<file path="config.mk">
export PLATFORM = sky130hd
export DESIGN_NAME = colproj_remap
export DESIGN_NICKNAME = d
export VERILOG_FILES = /design/src/rtl/colproj_pkg.sv /design/src/rtl/colproj_cfg.sv /design/src/rtl/colproj_walk.sv /design/src/rtl/colproj_seq.sv /design/src/rtl/colproj_remap.sv
export SDC_FILE = /design/constraint.sdc
export NUM_CORES = 2
export LEC_CHECK = 0
export BUFFER_PORTS_ARGS = -buffer_cell sky130_fd_sc_hd__buf_2
export CAP_MARGIN = 20
export CORE_MARGIN = 2
export CORE_UTILIZATION = 35
export DETAILED_ROUTE_END_ITERATION = 12
export MAX_ROUTING_LAYER = met4
export SETUP_SLACK_MARGIN = 0.05
export SYNTH_ARGS = -nofsm -noshare
export SYNTH_HDL_FRONTEND = slang
export SYNTH_SLANG_ARGS = --single-unit
</file>
<file path="constraint.sdc">
create_clock -name clk -period 120.7 [get_ports clk]
set_input_delay 24.14 -clock clk [delete_from_list [all_inputs] [get_ports clk]]
set_output_delay 24.14 -clock clk [all_outputs]
set_load 0.05 [all_outputs]
</file>
<file path="src/rtl/colproj_pkg.sv">
package colproj_pkg;
  localparam int unsigned ADDR_W     = 32;
  localparam int unsigned DATA_W     = 32;
  localparam int unsigned COLS       = 8;
  localparam int unsigned LINE_WORDS = 16;
  localparam int unsigned WORD_BYTES = 4;
  localparam int unsigned CNT_W      = $clog2(COLS + 1);
  localparam int unsigned COL_W      = $clog2(COLS);
  localparam int unsigned WRD_W      = $clog2(LINE_WORDS);

  typedef enum logic [1:0] {
    ST_IDLE,
    ST_ISSUE,
    ST_WAIT,
    ST_SEND
  } seq_state_t;

  typedef struct packed {
    logic [ADDR_W-1:0] base;
    logic [ADDR_W-1:0] pitch;
    logic [ADDR_W-1:0] rows;
    logic [COLS-1:0]   mask;
  } geom_t;

  // number of selected columns
  function automatic logic [CNT_W-1:0] sel_count(input logic [COLS-1:0] m);
    logic [CNT_W-1:0] n;
    n = '0;
    for (int c = 0; c < int'(COLS); c++) begin
      n = n + CNT_W'(m[c]);
    end
    return n;
  endfunction

  // column index of the n-th set bit, counting from bit 0
  function automatic logic [COL_W-1:0] nth_col(input logic [COLS-1:0] m,
                                               input logic [CNT_W-1:0] n);
    logic [COL_W-1:0] r;
    logic [CNT_W-1:0] seen;
    r    = '0;
    seen = '0;
    for (int c = 0; c < int'(COLS); c++) begin
      if (m[c]) begin
        if (seen == n) r = COL_W'(c);
        seen = seen + 1'b1;
      end
    end
    return r;
  endfunction
endpackage

</file>
<file path="src/rtl/colproj_cfg.sv">
module colproj_cfg
  import colproj_pkg::*;
(
  input  logic              clk,
  input  logic              rst_n,
  input  logic              wr_en,
  input  logic [1:0]        wr_idx,
  input  logic [DATA_W-1:0] wr_data,
  input  logic              idle,
  output geom_t             geom
);
  logic wr_take;
  assign wr_take = wr_en && idle;

  always_ff @(posedge clk) begin
    if (!rst_n) begin
      geom <= '0;
    end else if (wr_take) begin
      unique case (wr_idx)
        2'd0: geom.base  <= wr_data;
        2'd1: geom.pitch <= wr_data;
        2'd2: geom.rows  <= wr_data;
        default: geom.mask <= wr_data[COLS-1:0];
      endcase
    end
  end
endmodule

</file>
<file path="src/rtl/colproj_walk.sv">
module colproj_walk
  import colproj_pkg::*;
(
  input  logic              clk,
  input  logic              rst_n,
  input  logic              start,
  input  logic              advance,
  input  logic              remap_in,
  input  logic [ADDR_W-1:0] line_off,
  input  logic [ADDR_W-1:0] line_addr,
  input  geom_t             geom_in,
  output logic [ADDR_W-1:0] word_addr,
  output logic              word_zero
);
  logic              remap_q;
  geom_t             g_q;
  logic [CNT_W-1:0]  sel_q;
  logic [CNT_W-1:0]  slot_q;
  logic [ADDR_W-1:0] row_q;
  logic [ADDR_W-1:0] row_addr_q;
  logic [ADDR_W-1:0] pt_addr_q;

  logic [CNT_W-1:0]  sel_in;
  logic [CNT_W-1:0]  div_in;
  logic [ADDR_W-1:0] k0;
  logic [ADDR_W-1:0] row0;
  logic [CNT_W-1:0]  slot0;
  logic [ADDR_W-1:0] row_addr0;
  logic              slot_wrap;

  always_comb begin
    sel_in    = sel_count(geom_in.mask);
    div_in    = (sel_in == '0) ? CNT_W'(1) : sel_in;
    k0        = line_off >> 2;
    row0      = k0 / ADDR_W'(div_in);
    slot0     = CNT_W'(k0 % ADDR_W'(div_in));
    row_addr0 = geom_in.base + row0 * geom_in.pitch;
  end

  assign slot_wrap = (slot_q + 1'b1) == sel_q;

  always_ff @(posedge clk) begin
    if (!rst_n) begin
      remap_q    <= 1'b0;
      g_q        <= '0;
      sel_q      <= '0;
      slot_q     <= '0;
      row_q      <= '0;
      row_addr_q <= '0;
      pt_addr_q  <= '0;
    end else if (start) begin
      remap_q    <= remap_in;
      g_q        <= geom_in;
      sel_q      <= sel_in;
      slot_q     <= slot0;
      row_q      <= row0;
      row_addr_q <= row_addr0;
      pt_addr_q  <= line_addr;
    end else if (advance) begin
      pt_addr_q <= pt_addr_q + ADDR_W'(WORD_BYTES);
      if (slot_wrap) begin
        slot_q     <= '0;
        row_q      <= row_q + 1'b1;
        row_addr_q <= row_addr_q + g_q.pitch;
      end else begin
        slot_q <= slot_q + 1'b1;
      end
    end
  end

  assign word_zero = remap_q && ((sel_q == '0) || (row_q >= g_q.rows));
  assign word_addr = remap_q
                   ? row_addr_q + (ADDR_W'(nth_col(g_q.mask, slot_q)) << 2)
                   : pt_addr_q;
endmodule

</file>
<file path="src/rtl/colproj_seq.sv">
module colproj_seq
  import colproj_pkg::*;
(
  input  logic              clk,
  input  logic              rst_n,
  input  logic              req_valid,
  output logic              req_ready,
  output logic              rsp_valid,
  input  logic              rsp_ready,
  output logic [DATA_W-1:0] rsp_data,
  output logic              rsp_last,
  output logic              mem_req_valid,
  input  logic              mem_req_ready,
  input  logic              mem_rsp_valid,
  input  logic [DATA_W-1:0] mem_rsp_data,
  input  logic              word_zero,
  output logic              start,
  output logic              advance,
  output logic              idle
);
  seq_state_t        state;
  logic [WRD_W-1:0]  wcnt;
  logic [DATA_W-1:0] data_q;
  logic              at_last;
  logic              word_done;

  assign idle          = state == ST_IDLE;
  assign req_ready     = idle;
  assign start         = req_valid && idle;
  assign at_last       = wcnt == WRD_W'(LINE_WORDS - 1);
  assign rsp_valid     = state == ST_SEND;
  assign rsp_last      = rsp_valid && at_last;
  assign rsp_data      = data_q;
  assign mem_req_valid = (state == ST_ISSUE) && !word_zero;
  assign word_done     = rsp_valid && rsp_ready;
  assign advance       = word_done && !at_last;

  always_ff @(posedge clk) begin
    if (!rst_n) begin
      state  <= ST_IDLE;
      wcnt   <= '0;
      data_q <= '0;
    end else begin
      unique case (state)
        ST_IDLE: begin
          wcnt <= '0;
          if (req_valid) state <= ST_ISSUE;
        end
        ST_ISSUE: begin
          if (word_zero) begin
            data_q <= '0;
            state  <= ST_SEND;
          end else if (mem_req_ready) begin
            state <= ST_WAIT;
          end
        end
        ST_WAIT: begin
          if (mem_rsp_valid) begin
            data_q <= mem_rsp_data;
            state  <= ST_SEND;
          end
        end
        default: begin
          if (rsp_ready) begin
            if (at_last) begin
              state <= ST_IDLE;
              wcnt  <= '0;
            end else begin
              wcnt  <= wcnt + 1'b1;
              state <= ST_ISSUE;
            end
          end
        end
      endcase
    end
  end
endmodule

</file>
<file path="src/rtl/colproj_remap.sv">
module colproj_remap
  import colproj_pkg::*;
#(
  parameter logic [31:0] WIN_BASE  = 32'h4000_0000,
  parameter logic [31:0] WIN_BYTES = 32'h0000_1000
) (
  input  logic        clk,
  input  logic        rst_n,
  input  logic        cfg_we,
  input  logic [1:0]  cfg_idx,
  input  logic [31:0] cfg_wdata,
  input  logic        req_valid,
  output logic        req_ready,
  input  logic [31:0] req_addr,
  output logic        rsp_valid,
  input  logic        rsp_ready,
  output logic [31:0] rsp_data,
  output logic        rsp_last,
  output logic        mem_req_valid,
  input  logic        mem_req_ready,
  output logic [31:0] mem_req_addr,
  input  logic        mem_rsp_valid,
  input  logic [31:0] mem_rsp_data
);
  localparam int unsigned LINE_SHIFT = $clog2(LINE_WORDS * WORD_BYTES);

  geom_t             geom;
  logic              idle;
  logic              start;
  logic              advance;
  logic              word_zero;
  logic [ADDR_W-1:0] line_addr;
  logic [ADDR_W-1:0] line_off;
  logic              in_win;

  assign line_addr = (req_addr >> LINE_SHIFT) << LINE_SHIFT;
  assign line_off  = line_addr - WIN_BASE;
  assign in_win    = (line_addr >= WIN_BASE) && (line_off < WIN_BYTES);

  colproj_cfg u_cfg (
    .clk     (clk),
    .rst_n   (rst_n),
    .wr_en   (cfg_we),
    .wr_idx  (cfg_idx),
    .wr_data (cfg_wdata),
    .idle    (idle),
    .geom    (geom)
  );

  colproj_walk u_walk (
    .clk       (clk),
    .rst_n     (rst_n),
    .start     (start),
    .advance   (advance),
    .remap_in  (in_win),
    .line_off  (line_off),
    .line_addr (line_addr),
    .geom_in   (geom),
    .word_addr (mem_req_addr),
    .word_zero (word_zero)
  );

  colproj_seq u_seq (
    .clk           (clk),
    .rst_n         (rst_n),
    .req_valid     (req_valid),
    .req_ready     (req_ready),
    .rsp_valid     (rsp_valid),
    .rsp_ready     (rsp_ready),
    .rsp_data      (rsp_data),
    .rsp_last      (rsp_last),
    .mem_req_valid (mem_req_valid),
    .mem_req_ready (mem_req_ready),
    .mem_rsp_valid (mem_rsp_valid),
    .mem_rsp_data  (mem_rsp_data),
    .word_zero     (word_zero),
    .start         (start),
    .advance       (advance),
    .idle          (idle)
  );
endmodule

</file>
==> impl_results.md <==
* Outcome: completed
* Num CTS Buffers at 41
* Initial antenna violation count at 24
* Routability cong. at 0.920
* Share of layout cells above drive strength 1 at 8.67%
* Top post-synthesis cells by count: nand2_1 (1125), inv_1 (703), a21oi_1 (471)
* WL met3 at 14400 um
* Clk slew on worst S/H paths at 0.06 ns
* FF+latch count, synth at 317
* Area of the multi-input gates at 39800 um2
* Via count at 47200
* Sequential element share of the synthesized area at 12.7%
* Largest net degree at the start of global routing at 136
* Fin. Hold Viols at 0
* Rel. slew slack at 26.9%
* Synth async-reset ratio at 0%
* Most used cell, CP: a21oi_1
* Register area at 6360 um2
* Hold Path Class: reg2reg
* Final WL at 170000 um
* Crit path DAT at 113.58 ns
* Count of final setup violators at 0
* CP endpoint kind: flop
* Crit path max fanout at 34
* Reg2reg start: u_cfg.geom[0]
* Leading register cell type out of synthesis: dfxtp_1
* Violation count after the first detailed-route iteration at 3524
* Synth top area share at 17.8%
* Cells on worst reg2reg path at 383
* Initial Utilization at 35.3%
* Clock root buffer: clkbuf_16
* Worst-margin pin slew at 1.09 ns
* Unrepaired setup endpoints after global routing: false
* Die ar. at 146000 um2
* # hold bufs at CTS at 0
* CP max-delay cell: or4b_4
* CTS H-tree depth at 2
* First-pass GRT wire length at 267000 um
* # port buffers at 166
* Num ports at 173
* Fillers at 14600
* Synth area leaders: fa_1 (18%), dfxtp_1 (13%), nand2_1 (8.4%), ha_1 (8.2%), inv_1 (5.3%)
* Net count, final at 7484
* Die width at 382 um
* DP HPWL at 131000 um
* Largest stage delay on the critical path at 0.82 ns
* R2R Setup Slk at 27.32 ns
* Post-CTS Setup Inserts at 0
* Fmax at 8.85 MHz
* Max Slew Vio Count at 0
* Most frequent cell after synthesis: nand2_1
* Clock sinks at 317
* Worst Setup Start Kind: input pin
* Std-Cell Rows at 138
* Die height at 382 um
* DRT antenna net count at 0
* EDFF count, synth at 0
* Hold path start: u_cfg.geom[33]
* CTS tree: done
* Routed vias/inst at 5.53
* Core Region at 142000 um2
* CTS Buffer Depth at 3
* Grt total ovfl at 0
* # DRC at 0
* Yosys top cell by area: fa_1
* Setup TNS at 0 ns
* PostCTS Resize Cnt at 0
* Top Metal Used: met4
* Tcrit/Tclk final at 93.6%
* Synthesis-to-finish area growth at 8.39%
* RR Endpoint: u_walk.row_addr_q[31]
* Met1 WL at 76900 um
* Hold EP: u_walk.g_q[33]
* Vias in the first global route at 46000
* Metal2 WL at 74400 um
* Crit path kind: in2reg
* Minimum clock period after layout at 113.03 ns
* Synth unique cells at 137
* WP data required at 121.24 ns
* Pre-antenna DRT Iters at 6
* Mean Syn Cell Area at 7.58 um2
* Clock skew at 0.0348 ns
* Hold Path Cell Cnt at 2
* Yosys warning count at 0
* Worst-Skew Late Latency at 0.61 ns
* WL/cell at 19.9 um
* Synth Cell Area at 50000 um2
* Syn Inst Count at 6597
* Gr usage total at 23.6%
* MaxCap Viol Count at 0
==> cell usage in the layout (no fill, tap or decap), types with 59 or more instances in the layout <==
master / n
nand2_1: 1119
inv_1: 700
a21oi_1: 471
nor2_1: 455
fa_1: 444
ha_1: 329
dfxtp_1: 307
xnor2_1: 277
buf_2: 166
nor3_1: 150
nand3_1: 135
xor2_1: 130
a211oi_1: 124
o21ai_0: 122
buf_4: 110
and2_1: 107
a21o_1: 83
nand4_1: 76
and3_1: 75
o21a_1: 72
a31oi_1: 70
nor2b_1: 61
nand2b_1: 59
or3_1: 59
==> flip-flops by register name, indices dropped and copies added, names as in the netlist, 4 cells and up <==
signal and cells:
u_walk.row_q 32, u_walk.g_q 72, u_walk.row_addr_q 32, u_seq.rsp_data 32
u_walk.slot_q 4, u_cfg.geom 104, u_walk.sel_q 4, u_walk.pt_addr_q 30
u_seq.wcnt 4
==> worst max-delay path, delay by kind of cell <==
family | cells | cell delay, ns
XOR/XNOR | 17 | 2.73
adder cells (fa/ha/maj) | 41 | 13.89
AO/OA/AOI/OAI | 156 | 34.04
AND/OR/NAND/NOR | 125 | 31.22
multiplexers | 6 | 1.70
buffers and inverters | 26 | 5.60
==> how the worst max path moves through the flow <==
stage                  from                     to  slack, ns  cells past startpoint
3_5_place_dp   req_addr[30]  u_walk.row_addr_q[31]       8.05                    370
6_report       req_addr[30]  u_walk.row_addr_q[31]       7.67                    371
3_3_place_gp   req_addr[30]  u_walk.row_addr_q[31]       9.18                    368
2_1_floorplan  req_addr[31]  u_walk.row_addr_q[31]      22.27                    383
5_1_grt        req_addr[30]  u_walk.row_addr_q[31]       0.87                    376
4_1_cts        req_addr[30]  u_walk.row_addr_q[31]       8.35                    369
==> kinds of logic after synthesis <==
logic type,Yosys count,synth area share (%)
muxes,85,1.83
and+or+nand+nor,2546,24.4
xor gates and xnor gates,415,7.39
other,1,0.00750
AOI/OAI and AO/OA,1436,19.6
DFF,317,12.7
adders and majority gates,777,26.1
buffers and inverters,1020,7.97
==> metal layers <==
layer,GRT usage (%),vias up
met5,-,-
met3,5.06,222
li1,-,22500
met1,31.6,22900
met4,5.14,0
met2,36.4,1606
==> layout make-up <==
class / count / area share (%)
timing repair buffer: 279 / 3.15
inverter: 705 / 4.89
tap: 1890 / 4.36
multi-input combinational: 5261 / 73.3
clock buffer: 60 / 2.19
sequential: 317 / 11.7
antenna: 18 / 0.0831
clock inverter: 13 / 0.265
==> stage by stage <==
stage / area [um2] / utilization [%] / cells / hold slack [ns] / worst slack (ns)
after floorplan: 50000 / - / 6598 / 0.432 / 22.27
after global placement: 52800 / 37.2 / 8447 / 0.438 / 9.18
after detailed placement: 52800 / 37.2 / 8447 / 0.443 / 8.05
after CTS: 54100 / 38.2 / 8520 / 0.449 / 8.35
after global routing: 54200 / 38.3 / 8543 / 0.467 / 0.869
final: 54200 / 38.3 / 8543 / 0.447 / 7.67
Power is left out: the tool's default activity adds up to more than one toggle a clock period on the data nets, which glitch-free logic cannot reach.
